$ cat src/rtl/ilk_pkg.sv
package ilk_pkg;

    localparam int unsigned REG_W = 5;

    typedef enum logic [2:0] {
        OP_ADD  = 3'd0,
        OP_SUB  = 3'd1,
        OP_MUL  = 3'd2,
        OP_DIV  = 3'd3,
        OP_LOAD = 3'd4
    } op_e;

    typedef enum logic [1:0] {
        SRC_RF  = 2'd0,
        SRC_MEM = 2'd1,
        SRC_WB  = 2'd2
    } src_e;

    typedef struct packed {
        logic             vld;
        op_e              op;
        logic [REG_W-1:0] rd;
        logic [REG_W-1:0] rs1;
        logic [REG_W-1:0] rs2;
        logic             last;
    } slot_t;

endpackage

$ cat src/rtl/ilk_hazard.sv
module ilk_hazard
    import ilk_pkg::*;
(
    input  logic             fwd_en,
    input  logic             id_vld,
    input  logic [REG_W-1:0] id_rs1,
    input  logic [REG_W-1:0] id_rs2,
    input  logic             ex_vld,
    input  logic             ex_is_load,
    input  logic [REG_W-1:0] ex_rd,
    input  logic             mem_vld,
    input  logic [REG_W-1:0] mem_rd,
    output logic             hazard
);

    logic ex_hit;
    logic mem_hit;

    // a producer slot matches when it writes a real register read by decode
    always_comb begin
        ex_hit  = ex_vld && (ex_rd != '0) &&
                  ((id_rs1 == ex_rd) || (id_rs2 == ex_rd));
        mem_hit = mem_vld && (mem_rd != '0) &&
                  ((id_rs1 == mem_rd) || (id_rs2 == mem_rd));
    end

    always_comb begin
        if (fwd_en) begin
            // only a load result comes too late for the memory-stage path
            hazard = id_vld && ex_is_load && ex_hit;
        end else begin
            // strict mode: wait until the producer has reached writeback
            hazard = id_vld && (ex_hit || mem_hit);
        end
    end

endmodule

$ cat src/rtl/ilk_fwd.sv
module ilk_fwd
    import ilk_pkg::*;
#(
    parameter int unsigned NSRC = 2
) (
    input  logic             fwd_en,
    input  logic             ex_first,
    input  logic [REG_W-1:0] ex_src [NSRC],
    input  logic             mem_vld,
    input  logic [REG_W-1:0] mem_rd,
    input  logic             wb_vld,
    input  logic [REG_W-1:0] wb_rd,
    output src_e             sel [NSRC]
);

    for (genvar g = 0; g < NSRC; g++) begin : g_opnd
        always_comb begin
            sel[g] = SRC_RF;
            if (fwd_en && ex_first && (ex_src[g] != '0)) begin
                // the younger result in memory outranks writeback
                if (mem_vld && (mem_rd == ex_src[g])) begin
                    sel[g] = SRC_MEM;
                end else if (wb_vld && (wb_rd == ex_src[g])) begin
                    sel[g] = SRC_WB;
                end
            end
        end
    end

endmodule

$ cat src/rtl/ilk_ex_seq.sv
module ilk_ex_seq
    import ilk_pkg::*;
#(
    parameter int unsigned LAT_MUL = 3,
    parameter int unsigned LAT_DIV = 6
) (
    input  logic clk,
    input  logic rst_n,
    input  logic issue,
    input  op_e  op,
    output logic ex_done
);

    localparam int unsigned MAX_LAT = (LAT_MUL > LAT_DIV) ? LAT_MUL : LAT_DIV;
    localparam int unsigned CW      = $clog2(MAX_LAT) + 1;

    typedef enum logic [1:0] {
        EX_IDLE,
        EX_RUN,
        EX_FINAL
    } ex_state_e;

    ex_state_e      state_q, state_d;
    logic [CW-1:0]  cnt_q, cnt_d;
    logic [CW-1:0]  lat_v;

    always_comb begin
        unique case (op)
            OP_MUL:  lat_v = CW'(LAT_MUL);
            OP_DIV:  lat_v = CW'(LAT_DIV);
            default: lat_v = CW'(1);
        endcase
    end

    always_ff @(posedge clk) begin
        if (!rst_n) begin
            state_q <= EX_IDLE;
            cnt_q   <= '0;
        end else begin
            state_q <= state_d;
            cnt_q   <= cnt_d;
        end
    end

    always_comb begin
        state_d = state_q;
        cnt_d   = cnt_q;
        unique case (state_q)
            EX_IDLE, EX_FINAL: begin
                if (issue) begin
                    if (lat_v <= CW'(1)) begin
                        state_d = EX_FINAL;
                    end else begin
                        state_d = EX_RUN;
                        cnt_d   = lat_v - CW'(2);
                    end
                end else begin
                    state_d = EX_IDLE;
                end
            end
            EX_RUN: begin
                if (cnt_q == '0) begin
                    state_d = EX_FINAL;
                end else begin
                    cnt_d = cnt_q - CW'(1);
                end
            end
            default: state_d = EX_IDLE;
        endcase
    end

    always_comb begin
        ex_done = (state_q != EX_RUN);
    end

endmodule

$ cat src/rtl/ilk_cyc_fsm.sv
module ilk_cyc_fsm #(
    parameter int unsigned CNT_W = 16
) (
    input  logic             clk,
    input  logic             rst_n,
    input  logic             start,
    input  logic             finish,
    output logic [CNT_W-1:0] count,
    output logic             done
);

    typedef enum logic [1:0] {
        CNT_IDLE,
        CNT_RUN,
        CNT_DONE
    } cnt_state_e;

    cnt_state_e       state_q, state_d;
    logic [CNT_W-1:0] cnt_q, cnt_d;

    always_ff @(posedge clk) begin
        if (!rst_n) begin
            state_q <= CNT_IDLE;
            cnt_q   <= '0;
        end else begin
            state_q <= state_d;
            cnt_q   <= cnt_d;
        end
    end

    always_comb begin
        state_d = state_q;
        cnt_d   = cnt_q;
        unique case (state_q)
            CNT_IDLE, CNT_DONE: begin
                if (start) begin
                    state_d = CNT_RUN;
                    cnt_d   = CNT_W'(1);
                end
            end
            CNT_RUN: begin
                if (finish) begin
                    state_d = CNT_DONE;
                end else begin
                    cnt_d = cnt_q + CNT_W'(1);
                end
            end
            default: state_d = CNT_IDLE;
        endcase
    end

    always_comb begin
        count = cnt_q;
        done  = (state_q == CNT_DONE);
    end

endmodule

$ cat src/rtl/ilk_pipe_ctrl.sv
module ilk_pipe_ctrl
    import ilk_pkg::*;
#(
    parameter int unsigned CNT_W   = 16,
    parameter int unsigned LAT_MUL = 3,
    parameter int unsigned LAT_DIV = 6
) (
    input  logic             clk,
    input  logic             rst_n,
    input  logic             fwd_en,
    input  logic             in_valid,
    input  logic [2:0]       in_op,
    input  logic [REG_W-1:0] in_rd,
    input  logic [REG_W-1:0] in_rs1,
    input  logic [REG_W-1:0] in_rs2,
    input  logic             in_last,
    output logic             in_ready,
    output logic             id_hold,
    output logic             ex_busy,
    output logic             ex_issue,
    output logic [1:0]       fwd_a,
    output logic [1:0]       fwd_b,
    output logic             wb_valid,
    output logic [REG_W-1:0] wb_rd,
    output logic [CNT_W-1:0] cycle_count,
    output logic             done
);

    localparam int unsigned NSRC = 2;

    slot_t if_s, id_s, ex_s, mem_s, wb_s;
    slot_t in_s;
    logic  ex_first_q;
    logic  ex_done;
    logic  hazard;
    logic  id_go;
    logic  if_go;
    logic  accept;

    logic [REG_W-1:0] ex_src [NSRC];
    src_e             sel    [NSRC];

    always_comb begin
        in_s.vld  = 1'b1;
        in_s.op   = op_e'(in_op);
        in_s.rd   = in_rd;
        in_s.rs1  = in_rs1;
        in_s.rs2  = in_rs2;
        in_s.last = in_last;
    end

    ilk_hazard u_haz (
        .fwd_en     (fwd_en),
        .id_vld     (id_s.vld),
        .id_rs1     (id_s.rs1),
        .id_rs2     (id_s.rs2),
        .ex_vld     (ex_s.vld),
        .ex_is_load (ex_s.op == OP_LOAD),
        .ex_rd      (ex_s.rd),
        .mem_vld    (mem_s.vld),
        .mem_rd     (mem_s.rd),
        .hazard     (hazard)
    );

    always_comb begin
        id_go    = id_s.vld && ex_done && !hazard;
        if_go    = if_s.vld && (!id_s.vld || id_go);
        in_ready = !if_s.vld || if_go;
        accept   = in_valid && in_ready;
    end

    ilk_ex_seq #(
        .LAT_MUL (LAT_MUL),
        .LAT_DIV (LAT_DIV)
    ) u_exseq (
        .clk     (clk),
        .rst_n   (rst_n),
        .issue   (id_go),
        .op      (id_s.op),
        .ex_done (ex_done)
    );

    // stage registers: later stages always advance, earlier ones may hold
    always_ff @(posedge clk) begin
        if (!rst_n) begin
            if_s       <= '0;
            id_s       <= '0;
            ex_s       <= '0;
            mem_s      <= '0;
            wb_s       <= '0;
            ex_first_q <= 1'b0;
        end else begin
            wb_s       <= mem_s;
            mem_s      <= ex_done ? ex_s : '0;
            ex_first_q <= id_go;
            if (ex_done) begin
                ex_s <= id_go ? id_s : '0;
            end
            if (!id_s.vld || id_go) begin
                id_s <= if_go ? if_s : '0;
            end
            if (in_ready) begin
                if_s <= accept ? in_s : '0;
            end
        end
    end

    always_comb begin
        ex_src[0] = ex_s.rs1;
        ex_src[1] = ex_s.rs2;
    end

    ilk_fwd #(
        .NSRC (NSRC)
    ) u_fwd (
        .fwd_en   (fwd_en),
        .ex_first (ex_first_q),
        .ex_src   (ex_src),
        .mem_vld  (mem_s.vld),
        .mem_rd   (mem_s.rd),
        .wb_vld   (wb_s.vld),
        .wb_rd    (wb_s.rd),
        .sel      (sel)
    );

    ilk_cyc_fsm #(
        .CNT_W (CNT_W)
    ) u_cyc (
        .clk    (clk),
        .rst_n  (rst_n),
        .start  (accept),
        .finish (wb_s.vld && wb_s.last),
        .count  (cycle_count),
        .done   (done)
    );

    always_comb begin
        id_hold  = id_s.vld && !id_go;
        ex_busy  = !ex_done;
        ex_issue = ex_first_q;
        fwd_a    = sel[0];
        fwd_b    = sel[1];
        wb_valid = wb_s.vld;
        wb_rd    = wb_s.rd;
    end

endmodule

$ cat config.mk
export PLATFORM = sky130hd
export DESIGN_NAME = ilk_pipe_ctrl
export DESIGN_NICKNAME = d
export VERILOG_FILES = /design/src/rtl/ilk_pkg.sv /design/src/rtl/ilk_hazard.sv /design/src/rtl/ilk_fwd.sv /design/src/rtl/ilk_ex_seq.sv /design/src/rtl/ilk_cyc_fsm.sv /design/src/rtl/ilk_pipe_ctrl.sv
export SDC_FILE = /design/constraint.sdc
export NUM_CORES = 1
export LEC_CHECK = 0
export BUFFER_PORTS_ARGS = -buffer_cell sky130_fd_sc_hd__buf_2
export CORE_AREA = 3 3 116 118
export CTS_BUF_LIST = sky130_fd_sc_hd__clkbuf_8
export DETAILED_ROUTE_END_ITERATION = 16
export DIE_AREA = 0 0 119 121
export HOLD_SLACK_MARGIN = 0.06
export PLACE_DENSITY = 0.61
export RECOVER_POWER = 25
export SETUP_SLACK_MARGIN = 0.15
export SLEW_MARGIN = 20
export SYNTH_ARGS = -nofsm -noshare
export SYNTH_HDL_FRONTEND = slang
export SYNTH_SLANG_ARGS = --single-unit
$ cat constraint.sdc
create_clock -name clk -period 4 [get_ports clk]
set_input_delay 0.4 -clock clk [delete_from_list [all_inputs] [get_ports clk]]
set_output_delay 0.4 -clock clk [all_outputs]
set_load 0.05 [all_outputs]
### Word-level counts from Yosys, hierarchy flattened

Index checks and enable logic that the tools add are counted.

* bits in read-only memories: 0
* memories kept: 0
* bits in latches: 0
* register bits after elaboration: 99
* bits of input ports: 23
* output and inout port bits: 31
* logic and storage cells: 126
* bits in writable memories: 0

* magnitude comparators: 1
* divide/modulo/power cells: 0
* add/sub/neg operators: 3
* multiply operators: 0
* bitwise logic cells: 0
* mux-type cells: 25
* shifts and indexed selects: 0
* eq/ne operators: 23
* reductions and logical operators: 45

Operators with widths (number)
* $mux 20: 3
* $eq 5x5->1: 8
* $mux 16: 2
* $pmux 16 s2: 1
* $mux 2: 11
* $logic_and 1x1->1: 20
* $reduce_bool 5->1: 4
* $add 16x1->16 const B: 1
* $mux 4: 3
* $ne 2x2->1 const B: 5
* $pmux 2 s2: 2
* $pmux 4 s2: 1
* $eq 3x2->1 const B: 2
* $ne 2x1->1 const B: 3
* $pmux 3 s2: 1
* $logic_not 1->1: 5
* $logic_or 1x1->1: 5
* $eq 2x1->1 const B: 2
* $eq 2x2->1 const B: 2
* $logic_not 2->1: 2
* $logic_not 4->1: 1
* $reduce_and 2->1: 2
* $reduce_and 4->1: 1
* $reduce_bool 2->1: 2
* other kinds (7): 8

### Logic depth before layout (Yosys ltp)

* depth in word-level cells: 14
* depth in mapped cells: 10
* gate-level depth less buffers: 8

### Cells and area by module

From an unflattened synthesis, not the netlist that was laid out.

* cells, all modules: 477
* area total of the unflattened synthesis: 4500.6 um2

Modules (own cells, without submodules)
* ilk_pipe_ctrl: area each 2756.4 um2, cells an instance 267, seq. area each 1501.4 um2, times used 1
* ilk_cyc_fsm: area each 825.8 um2, cells an instance 95, seq. area each 360.3 um2, times used 1
* ilk_ex_seq: area each 362.8 um2, cells an instance 39, seq. area each 120.1 um2, times used 1
* ilk_fwd: area each 281.5 um2, cells an instance 38, seq. area each 0.0 um2, times used 1
* ilk_hazard: area each 274.0 um2, cells an instance 38, seq. area each 0.0 um2, times used 1

### Worst setup path before layout

OpenSTA, ideal clock, no wires.

* path kind: flip-flop to output port
* start: register ex_first_q, in the netlist ex_issue
* end: output fwd_a[1]
* buffers on the path: 0
* required time: 3.600 ns
* arrival: 2.023 ns
* stages on the path, launching flop included: 3
* setup slack: 1.577 ns
* cell sequence: dfxtp_1 o211ai_1 nor3b_1

* cells in the longest elaborated chain, start to end: 3

RTL lines
* start, declared: RTL line ilk_pipe_ctrl.sv:33 `logic ex_first_q;`
* start signal, assigned: RTL line ilk_pipe_ctrl.sv:95 `ex_first_q <= id_go;`
* $logic_and 1x1->1 (2 in series): RTL line ilk_fwd.sv:19 `if (fwd_en && ex_first && (ex_src[g] != '0)) begin`
* $mux 2: RTL line ilk_fwd.sv:19
* end, declared: RTL line ilk_pipe_ctrl.sv:21 `output logic [1:0] fwd_a,`

No other way between the ends.

### Worst setup path after layout

* start: register ex_s[12] in the netlist's numbering
* end: output id_hold

* cells in the longest elaborated chain, start to end: 10
* elaborated cells on any way between the ends: 14
* those cells by class: eq/ne: 2; mux: 1; reduce/logical: 11

RTL lines
* start, declared: RTL line ilk_pipe_ctrl.sv:31 `slot_t if_s, id_s, ex_s, mem_s, wb_s;`
* start signal, assigned: RTL line ilk_pipe_ctrl.sv:97 `ex_s <= id_go ? id_s : '0;`
* $eq 5x5->1 or $reduce_bool 5->1 (tied branches): RTL line ilk_hazard.sv:22, ilk_hazard.sv:21
* $logic_or 1x1->1 or $logic_and 1x1->1 (tied branches): RTL line ilk_hazard.sv:22, ilk_hazard.sv:21
* $logic_and 1x1->1 (*): RTL line ilk_hazard.sv:21 `ex_hit = ex_vld && (ex_rd != '0) &&`
* $logic_or 1x1->1: RTL line ilk_hazard.sv:33 `hazard = id_vld && (ex_hit || mem_hit);`
* $logic_and 1x1->1: RTL line ilk_hazard.sv:33
* $mux 1 (*): RTL line ilk_hazard.sv:28 `if (fwd_en) begin`
* $logic_not 1->1 (*): RTL line ilk_pipe_ctrl.sv:66 `id_go = id_s.vld && ex_done && !hazard;`
* $logic_and 1x1->1 (*): RTL line ilk_pipe_ctrl.sv:66
* $logic_not 1->1 (*): RTL line ilk_pipe_ctrl.sv:138 `id_hold = id_s.vld && !id_go;`
* $logic_and 1x1->1 (*): RTL line ilk_pipe_ctrl.sv:138
* end, declared: RTL line ilk_pipe_ctrl.sv:18 `output logic id_hold,`

Every way passes the cells marked *; elsewhere a longest branch is shown, timed or not.

==> metrics.cfg <==
[yosys]
synth-edff-count=0
synthSimpleGateAreaFrac_pct=22.9
muxShareOfSynthArea_pct=1.15
synth_top_family_by_area=simple AND/OR/NAND/NOR gates
synth_warnings=0
synth-adder-area-share_pct=0.574
synth-compound-area-share_pct=16.7
synthCells=508
synth.avg_cell_area_sq_um=8.58
synth_area_sq_um=4360
syn_nets=533
yosysSeqAreaShare_pct=45.5
ys_ff_latch=99
ys.flop_type=dfxtp_1
synthArstFlopShare_pct=0
yosysUniqueCellTypes=42
synth_xor_area_share_pct=8.04

[setup_path]
worst_path_max_delay_cell=or4_1
cpMostUsedCell=buf_4
reg2reg_to=u_cyc.count[2]$_SDFFE_PN0P_
setup.worst_path.end=id_hold
critPathKind=flop to primary output
end_kind=primary output
start_kind=flop
cp.required_ns=3.60
reg2reg_slack_ns=1.26
cp_cell_sequence=or4_1, o21a_1, a32oi_2, a21bo_1, buf_4, inv_2, buf_4, buf_2
critical_path.n_buffers_inverters=4
cp-startpoint=ex_s[12]$_SDFFE_PN0N_
r2r_start=ex_s[12]$_SDFFE_PN0N_
crit_arrival_ns=2.70
cp.depth=8
crit_family=buffers and inverters
ff2ff_path_depth=8
crit_fanout=22
slowest_delay_ns=0.55

[timing]
finalCritPeriodShare_pct=77.6
period_needed_ns=3.10
finalHoldViolCount=0
tightest_slew_ns=1.04
setup_viol_count_final=0
clock_skew_ns=0.00667
fmax_mhz=322
slew_violations=0
slew-limit-headroom_pct=30.9
setup-tns-final_ns=0
rsz0062_at_grt=no

[clock_network]
numCtsBuffers=9
cts_root_buf=clkbuf_8
cts_repair_resize_count=0
cts.path.max_buffers=2
cts_setup_buffers=0
hold_buffers=0
htreeDepth=3
cts_tree=built
clock_sinks=99
clk_pin_slew_ns=0.09
clk_latency_ns=0.36

[drt]
via_per_inst=5.02
routed_wl_um=9970
dr.first_iter.drc_count=178
ant_nets=0
route.detailed.drc=0
wl_per_cell_um=14.0
drtPass1Iterations=4
route.vias.total=3582

[power]
max-vdd-ir-drop_mv=0.170
internal_power_uw=1370
clkPwrFrac_pct=37.6
netSwitchingFraction_pct=22.4
netSwitchingPower_uw=394
p_comb_share_pct=4.8
p_leak_uw=0.00199
p_seq_share_pct=57.6
powerDensity_nw_per_um2=362

[global_routing]
grt_pass1_vias=3412
grt_start_max_net_pins=41
grt_overflow=0
antenna_found_initial=0
grtUsageTotal_pct=14.0
grt_pass1_wl_um=16600

[final_layout]
area_delta_synth_final_pct=11.6
drive_above_1_share_pct=10.4
num_antenna_cells=0
stdcell_area_sq_um=4870
layout.nets=563

[place]
gp_congestion=0.858
io_buffers=53
dp_hpwl_um=7050
place_area_sq_um=4690

[die]
dieHeight_um=121
dieArea_sq_um=14400
num_rows=41
chipWidth_um=119
core_sq_um=12600
io_pins=54
start_util_pct=34.7

[min_path]
min_from=in_rd[2]
hold_path_class=primary input to flop

[job]
maxCapViolations=0

[status]
status=complete, no violations

[flip-flops by register name (all words and copies together) (netlist names)]
name / flops
id_s: 20
wb_s: 1
mem_s: 7
u_exseq.state_q: 2
if_s: 20
ex_s: 20
u_cyc.count: 16
ex_issue: 1
wb_valid: 1
u_exseq.cnt_q: 4
wb_rd: 5
u_cyc.state_q: 2
[worst min-delay path by stage]
stage	to	slack (ns)	depth (start not counted)
4_1_cts	if_s[13]$_SDFFE_PN0P_	0.29	3
6_report	if_s[13]$_SDFFE_PN0P_	0.30	3
5_1_grt	if_s[13]$_SDFFE_PN0P_	0.29	3
3_3_place_gp	wb_s[0]$_SDFF_PN0_	0.42	1
3_5_place_dp	wb_s[0]$_SDFF_PN0_	0.43	1
2_1_floorplan	wb_s[0]$_SDFF_PN0_	0.41	1
[layer usage]
metal / track usage (%) / wire (um) / vias to the layer above
met5: 0 / 0 / -
met4: 5.00 / 134 / 0
met3: 2.98 / 394 / 9
met2: 22.3 / 4400 / 64
met1: 18.8 / 5040 / 1667
li1: - / - / 1842
[cells in the mapped netlist (5+ instances only)]
cell type	count	area, sq um
nor3b_1	5	37.5
clkbuf_1	25	93.8
and2_1	9	56.3
buf_4	7	52.6
a21o_1	6	45.0
mux2i_1	5	50.1
nand3_1	73	365
a22o_1	20	175
inv_1	7	26.3
o21ai_0	27	135
o31ai_1	5	37.5
dfxtp_1	99	1980
nor3_1	7	35.0
a21oi_1	29	145
nand2b_1	5	31.3
and3_1	10	62.6
o2bb2ai_1	5	43.8
nand2_1	50	188
nor4_1	5	31.3
xor2_1	16	140
nor2_1	27	101
xnor2_1	24	210
[placed cells by master, fill, tap and decap left out, types with 16 or more instances in the layout]
cell type  instances
xor2_1            16
buf_2             34
clkbuf_1          19
a22o_1            20
nand2_1           50
o21ai_0           27
nor2_1            27
xnor2_1           24
nand3_1           73
dfxtp_1           99
a21oi_1           28
[power by group through the flow]
stage | clock, uW | combinational, uW | sequential, uW
global placement | 0 | 83.2 | 1040
detailed placement | 0 | 84.9 | 1040
finish | 663 | 84.2 | 1010
global route | 714 | 93.9 | 1020
floorplan | 0 | 54.3 | 1040
CTS | 680 | 85.4 | 1010
[tightest hold or removal path, stage by stage]
cell and delay [ns]:
buf_2 0.10, nand3_1 0.06, o21ai_0 0.06
[layout make-up]
class,count,area [sq um]
Multi-Input combinational cell,361,2160
Timing Repair Buffer,59,287
Inverter,8,30.0
Clock inverter,5,72.6
Fill cell,1309,7700
Sequential cell,99,1980
Tap cell,172,215
Clock buffer,9,124
[metrics by stage]
stage               hold WS (ns)  power, uW  instances  worst slack (ns)  util [%]
floorplan                  0.412       1090        508              1.58         -
global placement           0.424       1120        699              1.35      37.3
detailed placement         0.426       1120        699              1.29      37.3
CTS                        0.289       1780        713             0.898      38.9
global route               0.289       1830        713             0.759      38.7
finish                     0.300       1760        713             0.897      38.7
[logic make-up after synthesis]
logic type / Yosys count
buf+inv: 48
simple gates: 204
mux: 5
flops: 99
fa+ha+maj: 2
compound gates: 110
xor+xnor: 40
Power figures use the tool's default switching activity.
